<file path="config.mk">
export PLATFORM = sky130hd
export DESIGN_NAME = i2c_seq_master
export DESIGN_NICKNAME = d
export VERILOG_FILES = /design/src/rtl/i2c_seq_pkg.sv /design/src/rtl/i2c_phase_timer.sv /design/src/rtl/i2c_cmd_pick.sv /design/src/rtl/i2c_seq_master.sv
export SDC_FILE = /design/constraint.sdc
export NUM_CORES = 1
export LEC_CHECK = 0
export CORE_AREA = 2 2 89 91
export DETAILED_ROUTE_END_ITERATION = 12
export DIE_AREA = 0 0 91 93
export SETUP_SLACK_MARGIN = 0.05
export SYNTH_ARGS = -nofsm -noshare
export SYNTH_HDL_FRONTEND = slang
export SYNTH_SLANG_ARGS = --single-unit
export TNS_END_PERCENT = 50
</file>
<file path="constraint.sdc">
create_clock -name clk -period 2.1 [get_ports clk]
set_input_delay 0.42 -clock clk [delete_from_list [all_inputs] [get_ports clk]]
set_output_delay 0.42 -clock clk [all_outputs]
set_load 0.02 [all_outputs]
</file>
<file path="src/rtl/i2c_seq_pkg.sv">
`timescale 1ns/1ps
package i2c_seq_pkg;

    // Event codes. Command bit i of the control register maps to code i+1,
    // so the bit order is also the acceptance priority.
    typedef enum logic [2:0] {
        OP_IDLE   = 3'd0,
        OP_START  = 3'd1,
        OP_RSTART = 3'd2,
        OP_STOP   = 3'd3,
        OP_RX     = 3'd4,
        OP_ACK    = 3'd5,
        OP_TX     = 3'd6
    } op_e;

    localparam logic [1:0] ADDR_CTRL = 2'd0;
    localparam logic [1:0] ADDR_TX   = 2'd1;
    localparam logic [1:0] ADDR_RX   = 2'd2;
    localparam logic [1:0] ADDR_DIV  = 2'd3;

    localparam int CMD_BITS     = 5;
    localparam int BIT_ACK_LVL  = 5;
    localparam int BIT_ACK_STAT = 6;

    // Events that clock bits through the shift register
    function automatic logic is_bit_op(op_e op);
        return (op == OP_RX) || (op == OP_ACK) || (op == OP_TX);
    endfunction

endpackage

</file>
<file path="src/rtl/i2c_phase_timer.sv">
`timescale 1ns/1ps
module i2c_phase_timer #(
    parameter int W = 8
) (
    input  logic         clk,
    input  logic         rst_n,
    input  logic         run,
    input  logic [W-1:0] limit,
    output logic         tick
);

    logic [W-1:0] cnt_d, cnt_q;

    always_comb begin
        tick  = run && (cnt_q == limit);
        cnt_d = (!run || tick) ? '0 : cnt_q + 1'b1;
    end

    always_ff @(posedge clk or negedge rst_n) begin
        if (!rst_n) cnt_q <= '0;
        else        cnt_q <= cnt_d;
    end

    // inside a phase the counter advances by one each clock
    a_r9_phase_count: assert property (@(posedge clk) disable iff (!rst_n)
        (run && !tick) |=> (cnt_q == $past(cnt_q) + 1'b1));

    // an idle timer stays at zero
    a_r9_idle_zero: assert property (@(posedge clk) disable iff (!rst_n)
        !run |=> (cnt_q == '0));

endmodule

</file>
<file path="src/rtl/i2c_cmd_pick.sv">
`timescale 1ns/1ps
module i2c_cmd_pick
    import i2c_seq_pkg::*;
#(
    parameter int N_CMD = CMD_BITS
) (
    input  logic [N_CMD-1:0] req,
    output op_e              op,
    output logic             any
);

    // Lowest set bit wins
    always_comb begin
        op = OP_IDLE;
        for (int i = N_CMD - 1; i >= 0; i--) begin
            if (req[i]) op = op_e'(3'(i + 1));
        end
        any = |req;
    end

endmodule

</file>
<file path="src/rtl/i2c_seq_master.sv">
`timescale 1ns/1ps
module i2c_seq_master
    import i2c_seq_pkg::*;
#(
    parameter int DATA_W = 8,
    parameter int DIV_W  = 8
) (
    input  logic              clk,
    input  logic              rst_n,
    input  logic              reg_wr,
    input  logic [1:0]        reg_addr,
    input  logic [DATA_W-1:0] reg_wdata,
    output logic [DATA_W-1:0] reg_rdata,
    input  logic              sda_in,
    output logic              scl_oe,
    output logic              sda_oe,
    output logic              irq
);

    localparam int SH_W   = DATA_W + 1;
    localparam int STEP_W = $clog2(2 * SH_W);

    typedef struct packed {
        op_e               op;
        logic [STEP_W-1:0] step;
        logic [SH_W-1:0]   sh;
        logic              scl_oe;
        logic              sda_oe;
        logic [DATA_W-1:0] tx;
        logic [DATA_W-1:0] rx;
        logic [DIV_W-1:0]  div;
        logic              ack_lvl;
        logic              ack_stat;
        logic              irq;
    } st_t;

    st_t  st_d, st_q;
    logic busy, tick, pick_any;
    op_e  pick_op;

    assign busy = (st_q.op != OP_IDLE);

    i2c_phase_timer #(.W(DIV_W)) u_timer (
        .clk   (clk),
        .rst_n (rst_n),
        .run   (busy),
        .limit (st_q.div),
        .tick  (tick)
    );

    i2c_cmd_pick #(.N_CMD(CMD_BITS)) u_pick (
        .req (reg_wdata[CMD_BITS-1:0]),
        .op  (pick_op),
        .any (pick_any)
    );

    // Index of the final phase of each event
    function automatic logic [STEP_W-1:0] last_step(op_e op);
        case (op)
            OP_START:  return STEP_W'(2);
            OP_RSTART: return STEP_W'(3);
            OP_STOP:   return STEP_W'(2);
            OP_ACK:    return STEP_W'(1);
            OP_RX:     return STEP_W'(2 * DATA_W - 1);
            OP_TX:     return STEP_W'(2 * DATA_W + 1);
            default:   return '0;
        endcase
    endfunction

    // Line enables {scl, sda} for a phase; 1 pulls the line low
    function automatic logic [1:0] drive(op_e op, logic [STEP_W-1:0] st, logic bit_msb);
        case (op)
            OP_START:  return (st == 0) ? 2'b00 : (st == 1) ? 2'b01 : 2'b11;
            OP_RSTART: return (st == 0) ? 2'b10 : (st == 1) ? 2'b00 :
                              (st == 2) ? 2'b01 : 2'b11;
            OP_STOP:   return (st == 0) ? 2'b11 : (st == 1) ? 2'b01 : 2'b00;
            OP_RX, OP_ACK, OP_TX: return {~st[0], ~bit_msb};
            default:   return 2'b00;
        endcase
    endfunction

    always_comb begin
        logic [SH_W-1:0] sh_nx;
        logic [1:0]      drv;
        st_d     = st_q;
        st_d.irq = 1'b0;
        sh_nx    = {st_q.sh[DATA_W-1:0], sda_in};
        drv      = 2'b00;
        if (busy) begin
            if (tick) begin
                if (st_q.step == last_step(st_q.op)) begin
                    if (is_bit_op(st_q.op)) begin
                        st_d.sh     = sh_nx;
                        st_d.scl_oe = 1'b1;
                    end
                    if (st_q.op == OP_RX) st_d.rx       = sh_nx[DATA_W-1:0];
                    if (st_q.op == OP_TX) st_d.ack_stat = sda_in;
                    st_d.op   = OP_IDLE;
                    st_d.step = '0;
                    st_d.irq  = 1'b1;
                end else begin
                    st_d.step = st_q.step + 1'b1;
                    if (is_bit_op(st_q.op) && st_q.step[0]) st_d.sh = sh_nx;
                    drv         = drive(st_q.op, st_d.step, st_d.sh[DATA_W]);
                    st_d.scl_oe = drv[1];
                    st_d.sda_oe = drv[0];
                end
            end
            // only the acknowledge level stays writable while busy
            if (reg_wr && reg_addr == ADDR_CTRL) st_d.ack_lvl = reg_wdata[BIT_ACK_LVL];
        end else if (reg_wr) begin
            case (reg_addr)
                ADDR_CTRL: begin
                    st_d.ack_lvl = reg_wdata[BIT_ACK_LVL];
                    if (pick_any) begin
                        st_d.op = pick_op;
                        st_d.sh = (pick_op == OP_ACK)
                                ? {reg_wdata[BIT_ACK_LVL], {DATA_W{1'b1}}} : '1;
                    end
                end
                ADDR_TX: begin
                    st_d.tx = reg_wdata;
                    st_d.op = OP_TX;
                    st_d.sh = {reg_wdata, 1'b1};
                end
                ADDR_DIV: st_d.div = reg_wdata[DIV_W-1:0];
                default: ;
            endcase
            if (st_d.op != OP_IDLE) begin
                st_d.step   = '0;
                drv         = drive(st_d.op, '0, st_d.sh[DATA_W]);
                st_d.scl_oe = drv[1];
                st_d.sda_oe = drv[0];
            end
        end
    end

    always_ff @(posedge clk or negedge rst_n) begin
        if (!rst_n) st_q <= '0;
        else        st_q <= st_d;
    end

    always_comb begin
        reg_rdata = '0;
        case (reg_addr)
            ADDR_CTRL: begin
                for (int i = 0; i < CMD_BITS; i++)
                    reg_rdata[i] = (st_q.op == op_e'(3'(i + 1)));
                reg_rdata[BIT_ACK_LVL]  = st_q.ack_lvl;
                reg_rdata[BIT_ACK_STAT] = st_q.ack_stat;
            end
            ADDR_TX:  reg_rdata = st_q.tx;
            ADDR_RX:  reg_rdata = st_q.rx;
            default:  reg_rdata = DATA_W'(st_q.div);
        endcase
    end

    assign scl_oe = st_q.scl_oe;
    assign sda_oe = st_q.sda_oe;
    assign irq    = st_q.irq;

    // a command write during an event leaves the running event alone
    a_r12_cmd_refused: assert property (@(posedge clk) disable iff (!rst_n)
        (busy && !tick && reg_wr && reg_addr == ADDR_CTRL) |=> $stable(st_q.op));

    // transmit value is not overwritten while busy
    a_r12_tx_kept: assert property (@(posedge clk) disable iff (!rst_n)
        (busy && reg_wr && reg_addr == ADDR_TX) |=> $stable(st_q.tx));

    // divider is not overwritten while busy
    a_r12_div_kept: assert property (@(posedge clk) disable iff (!rst_n)
        (busy && reg_wr && reg_addr == ADDR_DIV) |=> $stable(st_q.div));

    // completion pulse lasts a single cycle
    a_r11_irq_single: assert property (@(posedge clk) disable iff (!rst_n)
        irq |=> !irq);

    // the pulse appears only as the engine returns to idle
    a_r11_irq_at_end: assert property (@(posedge clk) disable iff (!rst_n)
        irq |-> (!busy && $past(busy)));

    // while SCL is released in a bit event, SDA holds until SCL falls
    a_r10_sda_held: assert property (@(posedge clk) disable iff (!rst_n)
        (busy && is_bit_op(st_q.op) && !st_q.scl_oe) |=> (st_q.scl_oe || $stable(st_q.sda_oe)));

endmodule

</file>
== Word-level counts from Yosys, hierarchy flattened ==
Index checks and enable logic that the tools add are counted.

* Flip-flop bits (word level): 54
* Output and inout bits: 11

* Add/sub/neg operators: 2
* Equality and inequality tests: 26
* Multiplexer cells: 50
* Bitwise logic cells: 4
* Reductions and logical operators: 30

{| class="wikitable"
|+ Operators by type and width
! cell !! number
|-
| $mux W9 || 8
|-
| $mux W19 || 2
|-
| $mux W27 || 1
|-
| $mux W3 || 9
|-
| $pmux W5 S5 || 1
|-
| $eq A3 B3 Y1 const B || 7
|-
| $pmux W7 S3 || 1
|-
| $pmux W9 S2 || 1
|-
| $reduce_and A3 Y1 || 6
|-
| $mux W8 || 2
|-
| $reduce_and A4 Y1 || 4
|-
| $mux W15 || 1
|-
| $mux W5 || 3
|-
| $mux W2 || 7
|-
| $eq A3 B2 Y1 const B || 4
|-
| $mux W10 || 1
|-
| $mux W1 || 9
|-
| $reduce_bool A3 Y1 || 3
|-
| $add A8 B1 Y8 const B || 1
|-
| $eq A8 B8 Y1 || 1
|-
| $ne A2 B2 Y1 const B || 4
|-
| $pmux W2 S4 || 1
|-
| $ne A3 B3 Y1 const B || 2
|-
| $pmux W2 S3 || 1
|-
| 21 further kinds || 32
|}

== Logic depth before layout (Yosys ltp) ==
Gate-level depths: netlist of the first run.

* Depth in word-level cells: 16
* Mapped depth: 8
* Mapped depth without buffers: 7

== Cells and area by module ==
Synthesis of the first run repeated with hierarchy kept, for this count alone.

* Cells, all modules: 301
* Area total of the unflattened synthesis: 3290.7 sq um

{| class="wikitable"
|+ Modules (own cells, without submodules)
! module !! instances !! cells each !! area each (sq um) !! sequential area each (sq um)
|-
| i2c_seq_master || 1 || 247 || 2745.1 || 1151.1
|-
| i2c_phase_timer || 1 || 46 || 500.5 || 200.2
|-
| i2c_cmd_pick || 1 || 8 || 45.0 || 0.0
|}

== Worst setup path after synthesis of the first run ==
Ideal clock, no wire load.

* Path kind: register to register
* Start point: reg st_q[45] in the netlist's numbering
* End point: reg st_q[1] in the netlist's numbering
* Library setup time: 0.127 ns
* Arrival: 1.936 ns
* Data required time: 1.973 ns
* Path slack: 0.036 ns
* Stages on the path, launching flop included: 8
* Path buffers: 1
* Cell sequence: dfrtp_1 buf_6 or3_1 a211oi_1 a211oi_2 nor4_4 nand4_1 mux2_1

* Longest elaborated chain between the ends: 7

{| class="wikitable"
|+ Ends and longest elaborated chain
! item !! line !! source
|-
| start: declaration || i2c_seq_master.sv:37 || <nowiki>st_t st_d, st_q;</nowiki>
|-
| start signal: assignment || i2c_seq_master.sv:140 || <nowiki>else st_q <= st_d;</nowiki>
|-
| $eq A3 B1 Y1 or $eq A3 B2 Y1 (tied branches) || i2c_seq_master.sv:59 || <nowiki>case (op)</nowiki>
|-
| $reduce_or A2 Y1 (no source line) || n/a ||
|-
| $pmux W5 S5 || i2c_seq_master.sv:59 ||
|-
| $mux W5 || i2c_seq_master.sv:90 || <nowiki>if (tick) begin</nowiki>
|-
| $mux W5 || i2c_seq_master.sv:89 || <nowiki>if (busy) begin</nowiki>
|-
| $eq A5 B5 Y1 || i2c_seq_master.sv:91 || <nowiki>if (st_q.step == last_step(st_q.op)) begin</nowiki>
|-
| $reduce_and A4 Y1 (no source line) * || n/a ||
|}

Every way passes the cells marked *; elsewhere a longest branch is shown, timed or not. The select of a mux whose other input is x is not followed.
A chain may end at the register's enable or synchronous reset.

== Worst setup path in the final report of the first run ==
Same ends and word-level chain as after synthesis.

==> results of run 1 <==
worst register-to-register path, stage by stage, from the launching register on:
cell and delay [ns]:
dfrtp_2 0.46, buf_6 0.14, buf_12 0.11, maj3_2 0.32
o31a_4 0.33, nor4_4 0.27, nand4_1 0.21, mux2_4 0.34
layout make-up:
class | instances | area (um^2)
clock inverter | 3 | 28.78
sequential | 54 | 1356
fill | 686 | 2938
timing repair buffer | 109 | 925.9
clock buffer | 5 | 68.82
multi-input combinational | 239 | 2014
tap | 102 | 127.6
inverter | 17 | 67.56
Yosys cell counts (3+ instances only):
library cell and n:
nand4_1 3, o22ai_1 3, nor4_4 3, nand2b_1 6, clkbuf_1 6, ha_1 5
nor4_1 4, and3_1 4, nand2_1 53, mux2_1 6, dfrtp_1 54, mux4_2 7
o21bai_1 3, o21ai_1 3, a32oi_1 7, mux2i_1 4, nor2_1 18, xor2_1 13
mux2_2 13, nand3_1 9, inv_1 15, a21oi_1 7, o21ai_0 10, buf_2 5
nor3_1 6
power groups by stage:
stage	Combinational, mW	Clock [mW]	Sequential, mW
after floorplan	1.59	0	1.76
after global placement	2.67	0	1.86
after detailed placement	2.72	0	1.86
after CTS	2.95	0.655	1.85
after global routing	3.37	0.696	1.93
final	3.11	0.640	1.88
layout by cell type, fill, tap and decap left out, types with 4 or more instances in the layout:
| cell | instances |
|---|---|
| a21oi_1 | 5 |
| a32oi_1 | 7 |
| and3_1 | 4 |
| buf_2 | 6 |
| buf_4 | 71 |
| buf_6 | 14 |
| clkbuf_8 | 5 |
| clkdlybuf4s50_1 | 11 |
| dfrtp_1 | 50 |
| dfrtp_2 | 4 |
| ha_1 | 5 |
| inv_1 | 14 |
| mux2_2 | 5 |
| mux2_4 | 14 |
| mux2i_1 | 4 |
| mux4_2 | 7 |
| nand2_1 | 45 |
| nand2_2 | 8 |
| nand2b_1 | 5 |
| nand3_1 | 9 |
| nor2_1 | 15 |
| nor3_1 | 5 |
| nor4_4 | 4 |
| o21ai_0 | 9 |
| o21ai_1 | 4 |
| xor2_1 | 13 |
timing repair:
action / in CTS / in global routing
endpoints found under the hold margin: 0 / 0
setup endpoints to repair: 33 / 39
resized for setup: 62 / 44
pin swaps: 7 / 17
setup buffers: 7 / 3
metrics by stage:
step / power (mW) / hold slack (ns) / worst slack (ns) / instance area, um^2
after global placement: 4.531 / 0.4395 / -0.4803 / 4173
after detailed placement: 4.572 / 0.4404 / -0.4916 / 4173
after CTS: 5.450 / 0.09558 / -0.1319 / 4419
after floorplan: 3.351 / 0.1244 / 0.06471 / 3267
final: 5.634 / 0.07551 / -0.1819 / 4589
after global routing: 5.999 / 0.09641 / -0.2326 / 4589
cells by family (layout without fill, tap and decap cells):
kind of cell / count (synthesis) / count (layout) / synth area share, %
adders and majority gates: 6 / 6 / 2.261
AOI/OAI and AO/OA: 67 / 67 / 16.05
muxes: 30 / 30 / 12.61
and+or+nand+nor: 122 / 122 / 20.19
DFF: 54 / 54 / 41.38
buffers and inverters: 29 / 134 / 3.754
xor gates and xnor gates: 14 / 14 / 3.755
routing by layer:
metal	vias up	GRT usage, %
met5	-	0
met4	0	8.460
met3	17	3.143
met2	53	37.84
met1	1443	28.53
li1	1386	-
sequential cells by signal (all words and copies together) (netlist names):
name,flops
st_q,43
u_timer.cnt_q,8
irq,1
scl_oe,1
sda_oe,1
worst min path at each step:
stage	from	end	slack (ns)	cells past startpoint
3_3_place_gp	rst_n	irq$_DFF_PN0_	0.44	2
2_1_floorplan	rst_n	irq$_DFF_PN0_	0.12	0
6_report	rst_n	u_timer.cnt_q[0]$_DFF_PN0_	0.08	2
4_1_cts	rst_n	st_q[39]$_DFFE_PN0P_	0.1	2
5_1_grt	rst_n	u_timer.cnt_q[0]$_DFF_PN0_	0.1	2
3_5_place_dp	rst_n	irq$_DFF_PN0_	0.44	2
==> impl_results.md, run 1 <==
* Die W at 91 um
* Synth area leader: dfrtp_1
* Slew HR at between 50% and 60%
* Pleak at roughly 2.1 nW
* HPWL Detailed at about 6900 um
* Synth Register Bits at 54
* Routed len/inst at roughly 18 um
* Crit path from: st_q[45]$_DFFE_PN0P_
* Cts hold-fix bufs at 0
* Setup violations, final at 27
* Vias in the first global route at ~3.0k
* Worst path max stage delay at roughly 0.46 ns
* Clock slew at reported path FFs at 0.11 ns
* Vias per cell at 5.480
* Antenna Nets Post-Route at 0
* Final #Nets at 445
* Seq/Total Area, Yosys at between 40% and 50%
* Power Dens Cells at 1228 nW/um^2
* Initial antenna violation count at 0
* Post-route clock period utilization at 108.7%
* Worst-Skew Late Latency at ~0.32 ns
* Routed wl met3 at slightly below 300 um
* Initial detailed-routing violation count at between 100 and 150
* Logic pwr share at 55.2%
* Final Hold Viols at 0
* Root Driver: clkbuf_8
* Synth Instances at between 300 and 400
* Final wirelength at around 9400 um
* RR Startpoint: st_q[45]$_DFFE_PN0P_
* Peak supply drop at between 500 and 600 uV
* CP endpoint: st_q[1]$_DFFE_PN0P_
* Core area at around 7500 um^2
* TritonCTS Sinks at 54
* # IOs at 25
* Worst Clk Skew at between 0.01 and 0.015 ns
* Least-Margin Pin Slew at 0.6065 ns
* Crit path launch type: flop
* Yosys cell types at between 60 and 70
* Sequential power share at 33.4%
* Non-filler cells in the finished layout at ~530
* Global-route wire length before repair at roughly 15000 um
* Finished Core Util at between 60% and 70%
* Status: finished with violations
* Reg2reg end: st_q[1]$_DFFE_PN0P_
* Starting Density at approximately 43%
* CP Class: reg2reg
* HP Class: in2async
* CP max FO at 5
* N_diodes at 0
* Worst path depth at 7
* GRT Overall Usage at between 20 and 25%
* MaxCap Viol Count at 0
* CP delay by family, top: simple AND/OR/NAND/NOR gates
* Met1 WL at ~4200 um
* Critical path required time at about 2.3 ns
* Post-layout min period at 2.282 ns
* NetSw at approximately 2.3 mW
* Met2 Wirelength at approximately 4600 um
* Global placer's final weighted congestion at ~0.93
* Setup_tns at -2.115 ns
* Highest clock rate at approximately 440 MHz
* Critical Path End Type: flop
* Failing checks: setup timing
* Die area at between 8000 and 9000 um^2
* Bufs and invs on worst path at 2
* Critical Path Slowest Stage Cell: dfrtp_2
* Synth-to-Final Area Change at 40.54%
* CP Data Arrival Time at between 2 and 3 ns
* First-pass DRT Iterations at 4
* Crit-path cells: buf_6 -> buf_12 -> maj3_2 -> o31a_4 -> nor4_4 -> nand4_1 -> mux2_4
* CTS max path bufs at 2
* Max Slew Vio Count at 0
* Port-buffer cells at 24
* DR vias at between 2k and 3k
* Warnings from Yosys at 0
* Final WS setup at -0.1819 ns
* Post-route DRC at 0
* Synth top area cells: dfrtp_1 (41%), nand2_1 (6.1%), mux4_2 (4.8%)
* Worst R2R Setup Slack at -0.18 ns
* Syn nets at 341
* Switching Fraction at around two fifths
* Commonest register cell after synthesis: dfrtp_1
* Cell row count at 32
* Largest net degree at the start of global routing at between 50 and 60
* RSZ-0062 raised after global routing: yes
* R2r worst-path depth at 7
* FFs w/ async S/R, synth at between 90% and 100%
* DR top layer: met4
* EDFF count, synth at 0
* Share of layout cells above drive strength 1 at between 40 and 50%
* Post-Syn Area at roughly 3300 um^2
* Placed Instances at between 500 and 600
* GRT Residual Overflow at 0
* DIE HEIGHT at a little over 90 um
* Clock power share at ~11%
* CTS Buf Count at 5
* Internal at ~3.3 mW
* Avg Synthesized Cell Area at between 10 and 15 um^2
* Deepest level of the CTS H-tree at 2
* Share of the synthesized area in the top cell type at between 40 and 50%
* Clock tree from TritonCTS: done
No activity file was read; power rests on OpenSTA's default activity.
==> run 2: changes to the inputs <==
--- a/config.mk
+++ b/config.mk
@@ -8,6 +8,7 @@
 export CORE_AREA = 2 2 89 91
 export DETAILED_ROUTE_END_ITERATION = 12
 export DIE_AREA = 0 0 91 93
+export GPL_ROUTABILITY_DRIVEN = 1
 export SETUP_SLACK_MARGIN = 0.05
 export SYNTH_ARGS = -nofsm -noshare
 export SYNTH_HDL_FRONTEND = slang
==> results of run 2 <==
Same layout as run 1: the final DEF is identical, and so are final timing and power.
